`config.mk`:
```
export PLATFORM = sky130hd
export DESIGN_NAME = irq_vec_ctrl
export DESIGN_NICKNAME = d
export VERILOG_FILES = /design/src/rtl/irq_vec_pkg.sv /design/src/rtl/irq_capture.sv /design/src/rtl/irq_enable.sv /design/src/rtl/irq_prio.sv /design/src/rtl/irq_vec_ctrl.sv
export SDC_FILE = /design/constraint.sdc
export NUM_CORES = 1
export LEC_CHECK = 0
export BUFFER_PORTS_ARGS = -buffer_cell sky130_fd_sc_hd__buf_2
export CORE_ASPECT_RATIO = 0.8
export CORE_MARGIN = 2
export CORE_UTILIZATION = 29
export DETAILED_ROUTE_END_ITERATION = 8
export PLACE_DENSITY = 0.59
export SLEW_MARGIN = 20
export SYNTH_ARGS = -nofsm -noshare
export SYNTH_HDL_FRONTEND = slang
export SYNTH_HIERARCHICAL = 1
export SYNTH_SLANG_ARGS = --single-unit
```
`constraint.sdc`:
```
create_clock -name clk -period 6.95 [get_ports clk]
set_input_delay 0.3475 -clock clk [delete_from_list [all_inputs] [get_ports clk]]
set_output_delay 0.3475 -clock clk [all_outputs]
set_load 0.03 [all_outputs]
```
`src/rtl/irq_vec_pkg.sv`:
```
package irq_vec_pkg;
  localparam int WIN_ADDR_W = 5;

  // word index = byte address [4:2]; the offsets are fixed for software
  typedef enum logic [2:0] {
    SEL_STATUS  = 3'd0,
    SEL_PENDING = 3'd1,
    SEL_ENABLE  = 3'd2,
    SEL_ACK     = 3'd3,
    SEL_SETEN   = 3'd4,
    SEL_CLREN   = 3'd5,
    SEL_VECTOR  = 3'd6,
    SEL_MASTER  = 3'd7
  } word_sel_e;
endpackage

```
`src/rtl/irq_capture.sv`:
```
module irq_capture #(
  parameter int                 N_LINES    = 32,
  parameter logic [N_LINES-1:0] SENSE_EDGE = '0
) (
  input  logic               clk,
  input  logic               rst_n,
  input  logic [N_LINES-1:0] lines,
  input  logic [N_LINES-1:0] ack_mask,
  output logic [N_LINES-1:0] status
);
  logic [N_LINES-1:0] hit;

  for (genvar i = 0; i < N_LINES; i++) begin : g_line
    if (SENSE_EDGE[i]) begin : g_edge
      logic prev;
      always_ff @(posedge clk) begin
        if (!rst_n) prev <= 1'b0;
        else        prev <= lines[i];
      end
      assign hit[i] = lines[i] & ~prev;
    end else begin : g_level
      assign hit[i] = lines[i];
    end
  end

  // acknowledge wins over a capture in the same cycle
  always_ff @(posedge clk) begin
    if (!rst_n) status <= '0;
    else        status <= (status | hit) & ~ack_mask;
  end
endmodule

```
`src/rtl/irq_enable.sv`:
```
module irq_enable #(
  parameter int N_LINES = 32
) (
  input  logic               clk,
  input  logic               rst_n,
  input  logic               wr_full,
  input  logic               wr_set,
  input  logic               wr_clr,
  input  logic [N_LINES-1:0] wvalue,
  output logic [N_LINES-1:0] enable
);
  always_ff @(posedge clk) begin
    if (!rst_n)       enable <= '0;
    else if (wr_full) enable <= wvalue;
    else if (wr_set)  enable <= enable | wvalue;
    else if (wr_clr)  enable <= enable & ~wvalue;
  end
endmodule

```
`src/rtl/irq_prio.sv`:
```
module irq_prio #(
  parameter int N_LINES = 32,
  localparam int IDX_W  = (N_LINES > 1) ? $clog2(N_LINES) : 1
) (
  input  logic [N_LINES-1:0] pending,
  output logic               any,
  output logic [IDX_W-1:0]   idx
);
  // scan from the top down so the lowest set line is written last
  always_comb begin
    idx = '0;
    for (int i = N_LINES - 1; i >= 0; i--) begin
      if (pending[i]) idx = IDX_W'(i);
    end
    any = |pending;
  end
endmodule

```
`src/rtl/irq_vec_ctrl.sv`:
```
module irq_vec_ctrl
  import irq_vec_pkg::*;
#(
  parameter int                 N_LINES    = 32,
  parameter int                 DATA_W     = 32,
  parameter logic [N_LINES-1:0] SENSE_EDGE = '0
) (
  input  logic                  clk,
  input  logic                  rst_n,
  input  logic [N_LINES-1:0]    irq_lines,
  input  logic [WIN_ADDR_W-1:0] bus_addr,
  input  logic [DATA_W-1:0]     bus_wdata,
  input  logic                  bus_wr,
  input  logic                  bus_rd,
  output logic [DATA_W-1:0]     bus_rdata,
  output logic                  irq_out
);
  localparam int IDX_W = (N_LINES > 1) ? $clog2(N_LINES) : 1;

  word_sel_e          sel;
  logic               aligned, wr_hit, rd_hit;
  logic [N_LINES-1:0] wline, ack_mask, status, enable, pending;
  logic [1:0]         master_en;
  logic               any_pend;
  logic [IDX_W-1:0]   pend_idx;
  logic [DATA_W-1:0]  vector_word, rd_word;

  assign sel     = word_sel_e'(bus_addr[WIN_ADDR_W-1:2]);
  assign aligned = (bus_addr[1:0] == 2'b00);
  assign wr_hit  = bus_wr & aligned;
  assign rd_hit  = bus_rd & aligned;
  assign wline   = bus_wdata[N_LINES-1:0];

  assign ack_mask = (wr_hit && sel == SEL_ACK) ? wline : '0;

  irq_capture #(.N_LINES(N_LINES), .SENSE_EDGE(SENSE_EDGE)) u_capture (
    .clk      (clk),
    .rst_n    (rst_n),
    .lines    (irq_lines),
    .ack_mask (ack_mask),
    .status   (status)
  );

  irq_enable #(.N_LINES(N_LINES)) u_enable (
    .clk     (clk),
    .rst_n   (rst_n),
    .wr_full (wr_hit && sel == SEL_ENABLE),
    .wr_set  (wr_hit && sel == SEL_SETEN),
    .wr_clr  (wr_hit && sel == SEL_CLREN),
    .wvalue  (wline),
    .enable  (enable)
  );

  assign pending = status & enable;

  irq_prio #(.N_LINES(N_LINES)) u_prio (
    .pending (pending),
    .any     (any_pend),
    .idx     (pend_idx)
  );

  always_ff @(posedge clk) begin
    if (!rst_n)                         master_en <= 2'b00;
    else if (wr_hit && sel == SEL_MASTER) master_en <= bus_wdata[1:0];
  end

  assign irq_out     = (&master_en) & any_pend;
  assign vector_word = any_pend ? DATA_W'(pend_idx) : '1;

  always_comb begin
    unique case (sel)
      SEL_STATUS:  rd_word = DATA_W'(status);
      SEL_PENDING: rd_word = DATA_W'(pending);
      SEL_ENABLE:  rd_word = DATA_W'(enable);
      SEL_VECTOR:  rd_word = vector_word;
      SEL_MASTER:  rd_word = DATA_W'(master_en);
      default:     rd_word = '0;
    endcase
  end

  always_ff @(posedge clk) begin
    if (!rst_n)      bus_rdata <= '0;
    else if (rd_hit) bus_rdata <= rd_word;
  end
endmodule

```
Word-level counts from Yosys, hierarchy flattened
Index checks and enable logic that the tools add are counted.
{"block": "classes", "muxes": 38, "reduce_logical": 10, "bitwise_logic": 10, "eq_ne": 7}
{"op": "$mux W32", "count": 5}
{"op": "$mux W5", "count": 32}
{"op": "$pmux W32 S5", "count": 1}
{"op": "$and A32 B32 Y32", "count": 3}
{"op": "$not A32 Y32", "count": 2}
{"op": "$or A32 B32 Y32", "count": 2}
{"op": "$reduce_or A32 Y1", "count": 1}
{"op": "$eq A3 B3 Y1 const B", "count": 4}
{"op": "$eq A3 B2 Y1 const B", "count": 2}
{"op": "$logic_and A1 B1 Y1", "count": 5}
{"op": "$and A1 B1 Y1", "count": 3}
{"op": "$eq A3 B1 Y1 const B", "count": 1}
{"op": "$logic_not A3 Y1", "count": 1}
{"op": "$reduce_bool A3 Y1", "count": 1}
{"op": "$logic_not A2 Y1", "count": 1}
{"op": "$reduce_and A2 Y1", "count": 1}
{"block": "word_totals", "elab_cells": 69, "in_bits": 73, "regBits": 98}

Longest topological paths before layout
{"block": "logic_depth", "ltp_word": 35, "mapped_depth": 9, "mapped_depth_nobuf": 9}

By module
Netlist, hierarchy kept.
{"mod": "irq_vec_ctrl", "seq_area_each_um2": 680.7, "cells_each": 333, "area_per_inst_um2": 2571.2, "instances": 1}
{"mod": "irq_enable", "seq_area_each_um2": 640.6, "cells_each": 174, "area_per_inst_um2": 1566.5, "instances": 1}
{"mod": "irq_capture", "seq_area_each_um2": 640.6, "cells_each": 99, "area_per_inst_um2": 1184.9, "instances": 1}
{"mod": "irq_prio", "seq_area_each_um2": 0.0, "cells_each": 65, "area_per_inst_um2": 385.4, "instances": 1}

Worst setup path after synthesis
No wires, ideal clock.
{"block": "synth_timing", "kind": "reg-to-reg", "start": "register u_capture.status[19]", "end": "register bus_rdata[20]", "path_slack_ns": 4.777, "path_stages_with_launch": 8, "arrival_time_ns": 2.082, "setup_time_ns": 0.091, "cell_sequence": "dfxtp_1 > and2_1 > or4_4 > nor3_2 > nand4_1 > nand3b_1 > clkbuf_1 > a311oi_1"}
{"block": "synth_between", "elab_chain_cells": 4}
{"element": "start, declared", "line_no": "irq_capture.sv:9", "text": "output logic [N_LINES-1:0] status"}
{"element": "start signal, assigned", "line_no": "irq_capture.sv:29", "text": "else status <= (status | hit) & ~ack_mask;"}
{"element": "$and A32 B32 Y32", "line_no": "irq_vec_ctrl.sv:54", "text": "assign pending = status & enable;"}
{"element": "net pending[19]", "line_no": "irq_vec_ctrl.sv:22", "text": "logic [N_LINES-1:0] wline, ack_mask, status, enable, pending;"}
{"element": "$reduce_or A32 Y1", "line_no": "irq_prio.sv:15", "text": "any = |pending;"}
{"element": "net any_pend", "line_no": "irq_vec_ctrl.sv:24", "text": "logic any_pend;"}
{"element": "$mux W32", "line_no": "irq_vec_ctrl.sv:68", "text": "assign vector_word = any_pend ? DATA_W'(pend_idx) : '1;"}
{"element": "$pmux W32 S5", "line_no": "irq_vec_ctrl.sv:71", "text": "unique case (sel)"}
{"element": "end signal, assigned", "line_no": "irq_vec_ctrl.sv:83", "text": "else if (rd_hit) bus_rdata <= rd_word;"}
{"element": "end, declared", "line_no": "irq_vec_ctrl.sv:15", "text": "output logic [DATA_W-1:0] bus_rdata,"}
The timed path passes the listed nets, and every way through them passes these cells.
A chain may end at the register's enable or synchronous reset.

Worst setup path in the final report
{"block": "layout_timing", "start": "register u_capture.status[27]", "end": "output port irq_out"}
{"block": "layout_between", "elab_chain_cells": 3}
{"element": "$and A32 B32 Y32", "line_no": "irq_vec_ctrl.sv:54"}
{"element": "net pending[27]", "line_no": "irq_vec_ctrl.sv:22"}
{"element": "$reduce_or A32 Y1", "line_no": "irq_prio.sv:15"}
{"element": "net any_pend", "line_no": "irq_vec_ctrl.sv:24"}
{"element": "$and A1 B1 Y1", "line_no": "irq_vec_ctrl.sv:67", "text": "assign irq_out = (&master_en) & any_pend;"}
{"element": "end, declared", "line_no": "irq_vec_ctrl.sv:16", "text": "output logic irq_out"}
The timed path passes the listed nets, and every way through them passes these cells.

==> flow_summary.ini <==
[logic_synthesis]
yosysWarnings = 6
synth-edff-count = 0
syn_inst = 671
synth.distinct_cells = 50
syn-mean-instance-area_um2 = 8.507
yosys.area.top_type_share = 0.3437
ys_seq_area_frac = 0.3437
synthArstFlopShare = 0
syn_nets = 744
synth-seq-cells = 98
synth_common_cells = dfxtp_1, nand2_1, and2_1
synth_area_mm2 = 0.005708
synth_area_leaders = dfxtp_1, and2_1, nor3b_2
synth_ff_type = dfxtp_1
synth_area_leader_cell = dfxtp_1
synth.most_common_cell = dfxtp_1

[global_routing]
antenna_found_initial = 0
overflow = 0
grt_pass1_wl_um = 26610
grt_max_degree = 88
grt_pass1_vias = 4821
track_usage = 0.1616

[pwr]
power-per-cell-area_mw_per_mm2 = 193.8
ir_drop_mv = 0.1117
p_clk_frac = 0.428
p_sw_frac = 0.2478
p_switching_mw = 0.3207
pwr-share-seq = 0.461
p_total_mw = 1.294
comb_power_share = 0.111
internal-power_mw = 0.9734
p_leak_nw = 2.489

[sta]
finalSetupViolCount = 0
setup_ws_ns = 4.059
worst_pin_slew_ns = 0.9464
post-route-period-util = 0.4160
fin_crit_ns = 2.891
holdWs_ns = 0.2647
fin_tns_setup_ns = 0
slew_viol_final = 0
max_freq_mhz = 345.9
fin_skew_ns = 0.008280
maxSlewHeadroom = 0.3691
grt_setup_unrepaired = false
timing.final.hold_violations = 0

[detailed_routing]
ant_nets = 0
dr_total_vias = 5150
drt_wl_total_um = 16750
wl_per_cell_um = 16.60
dr.pass1.iters = 7
via_per_inst = 5.104
drc_errors = 0
drtIter0Drc = 396

[finish]
post-route-cell-area_mm2 = 0.006676
drive_gt1_frac = 0.2650
diodes = 0
final_util = 0.3488
nets = 820
stdcell_count = 1009
area_delta_synth_final_pct = 16.97

[place]
gp_congestion = 0.7905
portBuffers = 105
dpl-instance-area_mm2 = 0.006337
placed_cells = 993
hpwl_um = 11620
place_ws_ns = 3.759

[floorplan]
num_rows = 45
start_util = 0.2982
design.core.area_mm2 = 0.01914
fp.dieH_um = 129.5
num_io_pins = 106
dieArea_mm2 = 0.02083
dieWidth_um = 160.9

[cts]
clk_path_buf_depth = 2
cts_hold_buf = 0
htree_num_levels = 3
cts_tree = done
post_cts_buffers = 0
cts.sinks = 98
cts.reportedPaths.clkPinSlew_ns = 0.07
cts_made_buffers = 9
clockRootBuffer = clkbuf_16
cts_resized = 0
clk_latency_ns = 0.36

[job]
cap_viol_max_count = 0

[setup_path]
crit_fanout = 7
ff2ff_setup_slack_ns = 4.15
worstPathRequired_ns = 6.60
rr_endpoint = bus_rdata[19]$_SDFFE_PN0P_
rr_startpoint = u_capture/status[27]$_SDFF_PN0_
cp-endpoint = irq_out
start_kind = flip-flop
cp-end-kind = primary output
r2r_cells = 8
worstPathArrival_ns = 2.54
criticalPathCategory = reg -> out
startpoint = u_capture/status[27]$_SDFF_PN0_

[run_status]
outcome = finished clean

[hold_path]
hold_start = irq_lines[28]
worstHoldPathType = in -> reg
[critical path: stages, from the launching register on]
cell and delay (ns):
dfxtp_1 0.33, and2_1 0.20, nor4_1 0.41, nand3_1 0.18, nor3_2 0.25, nand4_1 0.28
and3_1 0.35, buf_2 0.19
[worst min path at each step]
stage	endpoint	slack [ns]	cells after the start
after floorplan	u_capture/status[31]$_SDFF_PN0_	0.47	2
after global placement	bus_rdata[17]$_SDFFE_PN0P_	0.48	1
after detailed placement	bus_rdata[4]$_SDFFE_PN0P_	0.48	1
after CTS	u_capture/status[31]$_SDFF_PN0_	0.26	3
after global routing	flip-flop	0.26	3
final	u_capture/status[28]$_SDFF_PN0_	0.26	3
[power groups by stage]
stage	logic, mW	registers [mW]	clock network [mW]
2_1_floorplan	0.0911	0.605	0
3_3_place_gp	0.141	0.608	0
3_5_place_dp	0.143	0.609	0
4_1_cts	0.144	0.596	0.567
5_1_grt	0.158	0.598	0.590
6_report	0.144	0.596	0.554
[cells in the final DEF (no fill, tap or decap), types with 21 or more instances in the layout]
master	netlist	routed
nor3b_2	30	30
a21oi_1	21	21
a21boi_2	31	31
dfxtp_1	98	98
nor2_1	48	47
nand3b_1	34	34
buf_2	14	105
o21ai_0	32	32
and2_1	67	67
nand2_1	93	93
[layer usage]
metal / GRT usage / wire length [um]
met1: 0.2402 / 8697
met2: 0.2345 / 6869
met3: 0.03585 / 1007
met4: 0.04149 / 172
met5: 0 / 0
[final cells by class]
type | count | area (um2)
clock buffer | 11 | 252.7
clock inverter | 4 | 75.07
fill | 2007 | 12470
inverter | 9 | 33.78
multi-input combinational | 517 | 3448
sequential | 98 | 1962
tap | 258 | 322.8
timing repair buffer | 112 | 581.8
[cell families after synthesis]
family                 after synthesis  share of synthesized area
and+or+nand+nor                    346                     0.3608
AOI/OAI and AO/OA                  164                     0.2288
DFF                                 98                     0.3437
buffers and inverters               56                    0.05392
muxes                                7                    0.01271
(Power assumes the default switching activity.)
